### src/rtl/flowctl_pkg.sv
package flowctl_pkg;
  localparam int BYTE_W = 8;
  typedef logic [BYTE_W-1:0] byte_t;
  localparam byte_t XON_CODE  = 8'h11;
  localparam byte_t XOFF_CODE = 8'h13;
endpackage

### src/rtl/flowctl_fifo.sv
module flowctl_fifo #(
  parameter int W = 8,
  parameter int DEPTH = 8,
  localparam int AW = (DEPTH > 1) ? $clog2(DEPTH) : 1,
  localparam int CW = $clog2(DEPTH + 1)
) (
  input  logic          clk,
  input  logic          rst,
  input  logic          wr_en,
  input  logic [W-1:0]  wr_data,
  input  logic          rd_en,
  output logic [W-1:0]  rd_data,
  output logic [CW-1:0] count,
  output logic          overrun
);
  localparam logic [CW-1:0] FULL_V = CW'(DEPTH);
  localparam logic [AW-1:0] LAST_P = AW'(DEPTH - 1);

  logic [W-1:0]  mem [DEPTH];
  logic [AW-1:0] wp, rp;
  logic          wr_ok, rd_ok;

  assign wr_ok   = wr_en && (count != FULL_V);
  assign rd_ok   = rd_en && (count != '0);
  assign rd_data = mem[rp];

  // storage without reset so it maps onto RAM
  always_ff @(posedge clk) begin
    if (wr_ok) mem[wp] <= wr_data;
  end

  always_ff @(posedge clk) begin
    if (rst) begin
      wp      <= '0;
      rp      <= '0;
      count   <= '0;
      overrun <= 1'b0;
    end else begin
      if (wr_ok) wp <= (wp == LAST_P) ? '0 : wp + 1'b1;
      if (rd_ok) rp <= (rp == LAST_P) ? '0 : rp + 1'b1;
      case ({wr_ok, rd_ok})
        2'b10:   count <= count + 1'b1;
        2'b01:   count <= count - 1'b1;
        default: count <= count;
      endcase
      if (wr_en && !wr_ok) overrun <= 1'b1;
    end
  end

  AST_FULL_DROP: assert property (@(posedge clk) disable iff (rst)
    (wr_en && !rd_en && count == FULL_V) |=> (count == FULL_V && overrun))
    else $error("full write not dropped");
  AST_OVR_STICKY: assert property (@(posedge clk) disable iff (rst)
    overrun |=> overrun)
    else $error("overrun flag cleared");
endmodule

### src/rtl/flowctl_throttle.sv
module flowctl_throttle import flowctl_pkg::*; #(
  parameter int CW = 4,
  parameter int RTS_HI = 5,
  parameter int SW_HI = 2,
  parameter int RESUME_LVL = 1
) (
  input  logic          clk,
  input  logic          rst,
  input  logic          hw_mode,
  input  logic          sw_mode,
  input  logic [CW-1:0] fill,
  input  logic          ctl_taken,
  output logic          rts_n,
  output logic          ctl_pend,
  output byte_t         ctl_char
);
  localparam logic [CW-1:0] HW_V  = CW'(RTS_HI);
  localparam logic [CW-1:0] SW_V  = CW'(SW_HI);
  localparam logic [CW-1:0] RES_V = CW'(RESUME_LVL);

  logic          flow_on, flow_nxt, active, go_off, go_on;
  logic [CW-1:0] hi_lvl;

  always_comb begin
    active = hw_mode || sw_mode;
    hi_lvl = hw_mode ? HW_V : SW_V;
    go_off = active && flow_on && (fill >= hi_lvl);
    go_on  = active && !flow_on && (fill <= RES_V);
    if (!active)     flow_nxt = 1'b1;
    else if (go_off) flow_nxt = 1'b0;
    else if (go_on)  flow_nxt = 1'b1;
    else             flow_nxt = flow_on;
  end

  always_ff @(posedge clk) begin
    if (rst) begin
      flow_on  <= 1'b1;
      rts_n    <= 1'b1;
      ctl_pend <= 1'b0;
      ctl_char <= XON_CODE;
    end else begin
      flow_on <= flow_nxt;
      rts_n   <= !(hw_mode && flow_nxt);
      if (!sw_mode) begin
        ctl_pend <= 1'b0;
      end else if (go_off || go_on) begin
        ctl_pend <= 1'b1;
        ctl_char <= go_off ? XOFF_CODE : XON_CODE;
      end else if (ctl_taken) begin
        ctl_pend <= 1'b0;
      end
    end
  end

  AST_RTS_HIGH_MARK: assert property (@(posedge clk) disable iff (rst)
    (hw_mode && fill >= HW_V) |=> rts_n)
    else $error("request not released at high mark");
  AST_RTS_LOW_MARK: assert property (@(posedge clk) disable iff (rst)
    (hw_mode && fill <= RES_V) |=> !rts_n)
    else $error("request not asserted at low mark");
endmodule

### src/rtl/flowctl_txsel.sv
module flowctl_txsel import flowctl_pkg::*; (
  input  logic  clk,
  input  logic  rst,
  input  logic  tx_busy,
  input  logic  ctl_pend,
  input  byte_t ctl_char,
  input  logic  ctl_ok,
  input  logic  data_avail,
  input  byte_t data_byte,
  input  logic  data_ok,
  output logic  ctl_taken,
  output logic  data_pop,
  output logic  tx_start,
  output byte_t tx_byte
);
  logic can_go;

  always_comb begin
    can_go    = !tx_busy && !tx_start;
    ctl_taken = can_go && ctl_pend && ctl_ok;
    data_pop  = can_go && !ctl_taken && data_avail && data_ok;
  end

  always_ff @(posedge clk) begin
    if (rst) begin
      tx_start <= 1'b0;
      tx_byte  <= '0;
    end else begin
      tx_start <= ctl_taken || data_pop;
      if (ctl_taken)     tx_byte <= ctl_char;
      else if (data_pop) tx_byte <= data_byte;
    end
  end

  AST_ONE_SHOT: assert property (@(posedge clk) disable iff (rst)
    tx_start |=> !tx_start)
    else $error("start strobe longer than one cycle");
  AST_START_IDLE: assert property (@(posedge clk) disable iff (rst)
    tx_start |-> !$past(tx_busy))
    else $error("start issued while engine busy");
endmodule

### src/rtl/flowctl_unit.sv
module flowctl_unit import flowctl_pkg::*; #(
  parameter int DEPTH = 8,
  parameter int RTS_HI = 5,
  parameter int SW_HI = 2,
  parameter int RESUME_LVL = 1,
  localparam int CW = $clog2(DEPTH + 1)
) (
  input  logic              clk,
  input  logic              rst,
  input  logic              cfg_rts_mode,
  input  logic              cfg_cts_mode,
  input  logic              cfg_swflow,
  input  logic              rx_valid,
  input  logic [BYTE_W-1:0] rx_data,
  input  logic              rd_en,
  output logic [BYTE_W-1:0] rd_data,
  output logic [CW-1:0]     rx_count,
  output logic              rx_overrun,
  input  logic              wr_en,
  input  logic [BYTE_W-1:0] wr_data,
  output logic              tx_overrun,
  input  logic              tx_busy,
  output logic              tx_start,
  output logic [BYTE_W-1:0] tx_byte,
  input  logic              cts_n,
  output logic              rts_n
);
  logic          sw_active, rx_take, rx_ctl, rx_push, tx_allow, data_ok;
  logic          ctl_pend, ctl_taken, data_pop;
  byte_t         ctl_char, tx_head;
  logic [CW-1:0] tx_fill;

  always_comb begin
    sw_active = cfg_swflow && !cfg_rts_mode;
    rx_take   = rx_valid && !cfg_cts_mode;
    rx_ctl    = sw_active && (rx_data == XON_CODE || rx_data == XOFF_CODE);
    rx_push   = rx_take && !rx_ctl;
    data_ok   = !cfg_rts_mode && (!sw_active || tx_allow) &&
                (!cfg_cts_mode || !cts_n);
  end

  // remote pause/resume gate on local transmission
  always_ff @(posedge clk) begin
    if (rst)                                       tx_allow <= 1'b1;
    else if (rx_take && rx_ctl && rx_data == XON_CODE)  tx_allow <= 1'b1;
    else if (rx_take && rx_ctl && rx_data == XOFF_CODE) tx_allow <= 1'b0;
  end

  flowctl_fifo #(.W(BYTE_W), .DEPTH(DEPTH)) u_rxq (
    .clk(clk), .rst(rst), .wr_en(rx_push), .wr_data(rx_data),
    .rd_en(rd_en), .rd_data(rd_data), .count(rx_count), .overrun(rx_overrun)
  );

  flowctl_fifo #(.W(BYTE_W), .DEPTH(DEPTH)) u_txq (
    .clk(clk), .rst(rst), .wr_en(wr_en), .wr_data(wr_data),
    .rd_en(data_pop), .rd_data(tx_head), .count(tx_fill), .overrun(tx_overrun)
  );

  flowctl_throttle #(.CW(CW), .RTS_HI(RTS_HI), .SW_HI(SW_HI),
                     .RESUME_LVL(RESUME_LVL)) u_thr (
    .clk(clk), .rst(rst), .hw_mode(cfg_rts_mode), .sw_mode(sw_active),
    .fill(rx_count), .ctl_taken(ctl_taken), .rts_n(rts_n),
    .ctl_pend(ctl_pend), .ctl_char(ctl_char)
  );

  flowctl_txsel u_sel (
    .clk(clk), .rst(rst), .tx_busy(tx_busy), .ctl_pend(ctl_pend),
    .ctl_char(ctl_char), .ctl_ok(sw_active), .data_avail(tx_fill != '0),
    .data_byte(tx_head), .data_ok(data_ok), .ctl_taken(ctl_taken),
    .data_pop(data_pop), .tx_start(tx_start), .tx_byte(tx_byte)
  );

  AST_RTS_RELEASED: assert property (@(posedge clk) disable iff (rst)
    !cfg_rts_mode |=> rts_n)
    else $error("request line driven outside request mode");
  AST_RTS_NO_TX: assert property (@(posedge clk) disable iff (rst)
    cfg_rts_mode |=> !tx_start)
    else $error("byte started in request mode");
  AST_CTS_HOLD: assert property (@(posedge clk) disable iff (rst)
    (cfg_cts_mode && cts_n && !sw_active) |=> !tx_start)
    else $error("byte started without clear");
  AST_CTS_NO_RX: assert property (@(posedge clk) disable iff (rst)
    (cfg_cts_mode && !rd_en) |=> $stable(rx_count))
    else $error("byte received in clear mode");
endmodule

### config.mk
export PLATFORM = sky130hd
export DESIGN_NAME = flowctl_unit
export DESIGN_NICKNAME = d
export VERILOG_FILES = /design/src/rtl/flowctl_pkg.sv /design/src/rtl/flowctl_fifo.sv /design/src/rtl/flowctl_throttle.sv /design/src/rtl/flowctl_txsel.sv /design/src/rtl/flowctl_unit.sv
export SDC_FILE = /design/constraint.sdc
export NUM_CORES = 1
export LEC_CHECK = 0
export BUFFER_PORTS_ARGS = -buffer_cell sky130_fd_sc_hd__buf_2
export CAP_MARGIN = 10
export CORE_UTILIZATION = 55
export CTS_BUF_LIST = sky130_fd_sc_hd__clkbuf_8 sky130_fd_sc_hd__clkbuf_16
export DETAILED_ROUTE_END_ITERATION = 16
export HOLD_SLACK_MARGIN = 0.03
export PLACE_DENSITY_LB_ADDON = 0.05
export SYNTH_ARGS = -nofsm -noshare
export SYNTH_HDL_FRONTEND = slang
export SYNTH_HIERARCHICAL = 1
export SYNTH_SLANG_ARGS = --single-unit
### constraint.sdc
create_clock -name clk -period 4.25 [get_ports clk]
set_clock_uncertainty 0.15 [all_clocks]
set_input_delay 0.85 -clock clk [delete_from_list [all_inputs] [get_ports clk]]
set_output_delay 0.85 -clock clk [all_outputs]
set_load 0.05 [all_outputs]
### Word-level counts from Yosys, hierarchy flattened

Memory sizes are Yosys's and may differ from the RTL's. A register that Yosys moved wholly into a read port is not among the register bits.
Cells that the tools add are included.

| word-level totals | value |
|---|---|
| register bits | 43 |
| bits in writable memories | 128 |
| input bits | 26 |
| output and inout port bits | 24 |
| word-level logic and storage cells | 116 |
| memories | 2 |

| operators by class | value |
|---|---|
| add/subtract/negate cells | 8 |
| magnitude comparators | 2 |
| eq/ne operators | 12 |
| muxes and demuxes | 23 |
| bitwise logic cells | 1 |
| reductions and logical operators | 53 |

Memory list:

| memory | words | bits a word | read ports | clocked after Yosys merged registers in | wr ports | line | text |
|---|---|---|---|---|---|---|---|
| u_rxq.mem | 8 | 8 | 1 | 1 | 1 | flowctl_fifo.sv:19 | `logic [W-1:0] mem [DEPTH];` |
| u_txq.mem | 8 | 8 | 1 | 1 | 1 | flowctl_fifo.sv:19 |  |

Operator list:

| operator | number |
|---|---|
| 2-to-1 mux 3 bit | 9 |
| logical AND 1 bit | 26 |
| == test 8 x 5 -> 1 bit, second input constant | 2 |
| 2-to-1 mux 8 bit | 2 |
| case mux 4 bit (2 select lines) | 2 |
| adder 3 x 1 -> 3 bit, second input constant | 4 |
| == test 3 bit, second input constant | 4 |
| zero test 1 bit | 12 |
| 2-to-1 mux 1 bit | 9 |
| adder 4 x 1 -> 4 bit, second input constant | 2 |
| inequality test 4 bit, second input constant | 2 |
| nonzero test 2 bit | 4 |
| nonzero test 4 bit | 2 |
| subtractor 4 x 1 -> 4 bit, second input constant | 2 |
| logical OR 1 bit | 6 |
| == test 2 x 1 -> 1 bit, second input constant | 2 |
| == test 2 bit, second input constant | 2 |
| >= comparator 4 bit | 1 |
| less-or-equal comparator 4 x 1 -> 1 bit, second input constant | 1 |
| OR reduction 2 bit | 2 |
| 2-to-1 mux 2 bit | 1 |
| AND reduction 2 bit | 1 |
| inverter 1 bit | 1 |

### Logic depth before layout (Yosys ltp)

| depth | value |
|---|---|
| word-level depth | 11 |
| gate-level depth with buffers | 13 |
| gate-level depth less buffers | 12 |

### Cells and area by module

The synthesis kept the hierarchy.

Modules (own cells, without submodules):

| module | instances | cells each | area each (um^2) | sequential area each (um^2) |
|---|---|---|---|---|
| flowctl_fifo | 2 | 169 | 3,178.0 | 2,202.1 |
| flowctl_txsel | 1 | 54 | 490.5 | 180.2 |
| flowctl_throttle | 1 | 36 | 300.3 | 80.1 |
| flowctl_unit | 1 | 14 | 125.1 | 20.0 |

### Worst setup path after synthesis

No wires, ideal clock.

| timing path | value |
|---|---|
| path type | input to register |
| start point | input port cfg_swflow |
| end point | register u_txq.count[3] |
| library setup time | 0.121 ns |
| arrival time | 3.114 ns |
| required time | 3.979 ns |
| slack | 0.865 ns |
| stages | 10 |
| cell sequence | nor2b_1 > buf_6 > nand2_2 > and4_1 > o21ai_2 > inv_1 > ha_1 > or3_1 > o32ai_1 > mux2_2 |

| on the way | value |
|---|---|
| cells in the longest elaborated chain, start to end | 9 |

RTL lines:

| what | line | text |
|---|---|---|
| start, declared | flowctl_unit.sv:12 | `input logic cfg_swflow,` |
| logical AND 1 bit (*) | flowctl_unit.sv:34 | `sw_active = cfg_swflow && !cfg_rts_mode;` |
| logical AND 1 bit or zero test 1 bit (tied branches) | -- |  |
| zero test 1 bit or logical OR 1 bit (tied branches) | flowctl_txsel.sv:21, flowctl_unit.sv:38 |  |
| logical AND 1 bit (on tied branches) (2 in series) | flowctl_txsel.sv:21, flowctl_unit.sv:38 |  |
| logical AND 1 bit (*) | flowctl_txsel.sv:21 | `data_pop = can_go && !ctl_taken && data_avail && data_ok;` |
| named net data_pop | flowctl_unit.sv:29 | `logic ctl_pend, ctl_taken, data_pop;` |
| logical AND 1 bit (*) | flowctl_fifo.sv:24 | `assign rd_ok = rd_en && (count != '0);` |
| == test 2 x 1 -> 1 bit or == test 2 bit (tied branches) | flowctl_fifo.sv:41 | `case ({wr_ok, rd_ok})` |
| case mux 4 bit (2 select lines) or nonzero test 2 bit (tied branches) | -- |  |
| end signal, assigned | flowctl_fifo.sv:42 | `2'b10: count <= count + 1'b1;` |
| end signal, assigned | flowctl_fifo.sv:43 | `2'b01: count <= count - 1'b1;` |
| end signal, assigned | flowctl_fifo.sv:44 | `default: count <= count;` |
| end, declared | flowctl_fifo.sv:13 | `output logic [CW-1:0] count,` |

The timed path passes the listed nets; every way through them passes the cells marked *.
A chain may end at the register's enable or synchronous reset.

### Worst setup path in the final report

| timing path | value |
|---|---|
| start point | input port cfg_rts_mode |
| end point | register u_txq.count[3] |

| on the way | value |
|---|---|
| cells in the longest elaborated chain, start to end | 10 |

RTL lines:

| what | line | text |
|---|---|---|
| start, declared | flowctl_unit.sv:10 | `input logic cfg_rts_mode,` |
| zero test 1 bit (*) | flowctl_unit.sv:34, flowctl_unit.sv:38 |  |
| logical AND 1 bit | flowctl_unit.sv:34 |  |
| zero test 1 bit | -- |  |
| logical OR 1 bit | flowctl_unit.sv:38 | `data_ok = !cfg_rts_mode && (!sw_active \|\| tx_allow) &&` |
| logical AND 1 bit (*) (2 in series) | flowctl_unit.sv:38 |  |
| named net data_ok | flowctl_unit.sv:28 | `logic sw_active, rx_take, rx_ctl, rx_push, tx_allow, data_ok;` |
| logical AND 1 bit (*) | flowctl_txsel.sv:21 |  |
| named net data_pop | flowctl_unit.sv:29 |  |
| logical AND 1 bit (*) | flowctl_fifo.sv:24 |  |
| == test 2 x 1 -> 1 bit or == test 2 bit (tied branches) | flowctl_fifo.sv:41 |  |
| case mux 4 bit (2 select lines) or nonzero test 2 bit (tied branches) | -- |  |

Marked as above.

==> run metrics <==
Vias 3976; first-pass GRT wire length approximately 19000 um; synth cell count leaders edfxtp_1, dfxtp_1, mux4_1; dpl hpwl 8340 um; Mapped Avg Cell Area 16.5 um2; VDD IR max 326 uV; Die ar. 13700 um2; initial antenna violation count 0; largest net degree at the start of global routing 40; DRT iter0 DRCs between 200 and 300; Hold Path Class reg -> reg; Clock power frac 0.340; WL final 12700 um; TritonCTS clock tree built; postcts setup bufs 0; CTS root buffer clkbuf_16; vias in the first global route roughly 3700; Sw Pwr 1200 uW; top_reg_cell synth edfxtp_1; Fin Setup TNS 0 ns; top post-synthesis cells by area edfxtp_1, dfxtp_1, mux4_1; Reg power frac 0.464; status finished, final reports clean; Final Hold Vio Count 0; # fillers 938; Site Rows around 40; Residual DRC 0; Setup violations, final 0; Synth cell types 54; clk_lat worst skew roughly 0.42 ns; Max-Slew Margin vs Limit 0.432; cts bufs inserted 17; cts repair resizes 0; clk sinks 170; crit-path max FO 9; Ports 50; total global routing track utilization 0.200; post-route minimum period ~3.2 ns; post-synth top area share 0.529; wire length per cell 18.3 um; Die Ht 117 um; DRT antenna net count 0; Starting Density 0.569; CTS H-tree depth 4; global placer's final weighted congestion 0.744; CP bufs+invs 2; Max Buffers Root-to-Sink 2; Design Power 4190 uW; part of the cycle the worst path needs 0.748; Comb pwr share 0.196; Port Buffers 49; most frequent cell after synthesis edfxtp_1; CP arrival 3.34 ns; Post-Syn Instances 442; CP cell instances buf_2 > a221oi_1 > and4_1 > o21ai_2 > inv_1 > ha_1 > or3_1 > o32ai_1 > mux2_2; Post-Syn Area 7270 um2; Layout Nets 552; share of cells above drive strength 1 0.242; Post-CTS Hold Fix Bufs 0; worst hold slack 0.324 ns; critical path capture point type register; Core Util, Final 0.645; CP peak stage delay 0.58 ns; worst slew pin tran 0.850 ns; FMAX 315 MHz; Via density 5.74; P_int 3000 uW; Yosys warning total 6; Seq/Total Area, Yosys 0.644; Yosys reg bits 170; area leader, netlist edfxtp_1; Worst EP required 4.41 ns; ANT cells 0; number of synthesized flops with an enable pin about 130; RSZ-0062 raised after global routing false; startpoint types input pin; leakage 0.00302 uW; Crit-path slowest cell a221oi_1; Sw Share 0.285; Max-Cap Viols 0; PD cells 509 nW/um2; max-slew violations 0; core area 12800 um2; grt total ovfl 0; CP Class in -> reg; FFs w/ async S/R, synth 0; die width 117 um; Clock Pin Slew Worst Setup and Hold Paths 0.06 ns; Top Family by Delay on Critical Path compound AO/OA/AOI/OAI gates; first drt pass iteration count 4; Syn-to-layout area delta 13.3%
## flip-flops by register name, summed over array words and instances, names as in the netlist, 3 cells and up, named ones only
| register | count |
|---|---|
| u_rxq/wp | 3 |
| u_rxq/rp | 3 |
| u_txq/mem | 64 |
| u_rxq/mem | 64 |
| u_txq/rp | 3 |
| u_txq/wp | 3 |
| u_txq/count | 4 |
| u_sel/tx_byte | 8 |
| u_rxq/count | 4 |
## worst min-delay path: cells and delay by family (launching register included)
family             cells  cell delay (ns)
DFF                    1             0.33
and+or+nand+nor        1             0.07
AOI/OAI and AO/OA      1             0.04
## layout by cell type (no fill, tap or decap), types with 3 or more instances in the layout
master     count
clkbuf_16     17
mux2i_1       11
buf_2         49
a31oi_1        5
buf_4         16
inv_1          9
nand2_1       14
nor2b_1        9
inv_6          5
xor2_1         6
a21oi_1       20
dfxtp_1       42
nand2b_1       5
edfxtp_1     128
clkinv_1       3
nor2_1        29
mux4_1        30
nand3_1        8
nor3_1        12
ha_1          17
a311oi_1       7
or3_1          9
conb_1         7
mux2_2        18
## kinds of logic after synthesis
logic type | synth area share
DFF | 0.644
and+or+nand+nor | 0.0807
muxes | 0.158
AOI/OAI and AO/OA | 0.0514
buffers and inverters | 0.0286
adders and majority gates | 0.0292
xor gates and xnor gates | 0.00723
other | 0.00103
## per-stage QoR
stage / std cells / setup slack, ns / instance area, um2
2_1_floorplan: 447 / 0.865 / 7290
3_3_place_gp: 662 / 0.728 / 7690
3_5_place_dp: 662 / 0.672 / 7690
4_1_cts: 693 / 1.09 / 8240
5_1_grt: 693 / 0.936 / 8240
6_report: 693 / 1.07 / 8240
## power groups by stage
stage	sequential [uW]	clock, uW	combinational [uW]
global placement	1980	0	812
global route	1950	1530	893
floorplan	2030	0	618
detailed placement	1980	0	827
CTS	1950	1460	830
finish	1940	1430	822
## routing by layer
layer / GRT usage / vias up / share of wire
met2: 0.356 / 80 / 0.54
li1: - / 1887 / -
met3: 0.0494 / 18 / 0.043
met4: 0.0895 / 0 / 0.020
met5: 0 / - / 0
met1: 0.228 / 1991 / 0.40
## worst paths after layout
path | cells past startpoint | endpoint | from | slack, ns
worst min-delay path | 2 | u_txq/overrun$_SDFFE_PP0P_ | u_txq/overrun$_SDFFE_PP0P_ | 0.32
worst min register to register | 2 | u_txq/overrun$_SDFFE_PP0P_ | u_txq/overrun$_SDFFE_PP0P_ | 0.32
worst max-delay path | 9 | u_txq/count[3]$_SDFFE_PP0P_ | cfg_rts_mode | 1.07
worst max register to register | 9 | u_txq/count[3]$_SDFFE_PP0P_ | tx_allow$_SDFFE_PP1P_ | 1.23
## layout make-up
cell class / instances / area [um2] / area share
Timing Repair Buffer: 65 / 365 / 0.0443
Clock inverter: 14 / 121 / 0.0147
Multi-Input combinational cell: 247 / 2400 / 0.291
Inverter: 8 / 30.0 / 0.00364
Tap cell: 172 / 215 / 0.0261
Sequential cell: 170 / 4680 / 0.568
Clock buffer: 17 / 425 / 0.0516
Power figures use the tool's default switching activity.
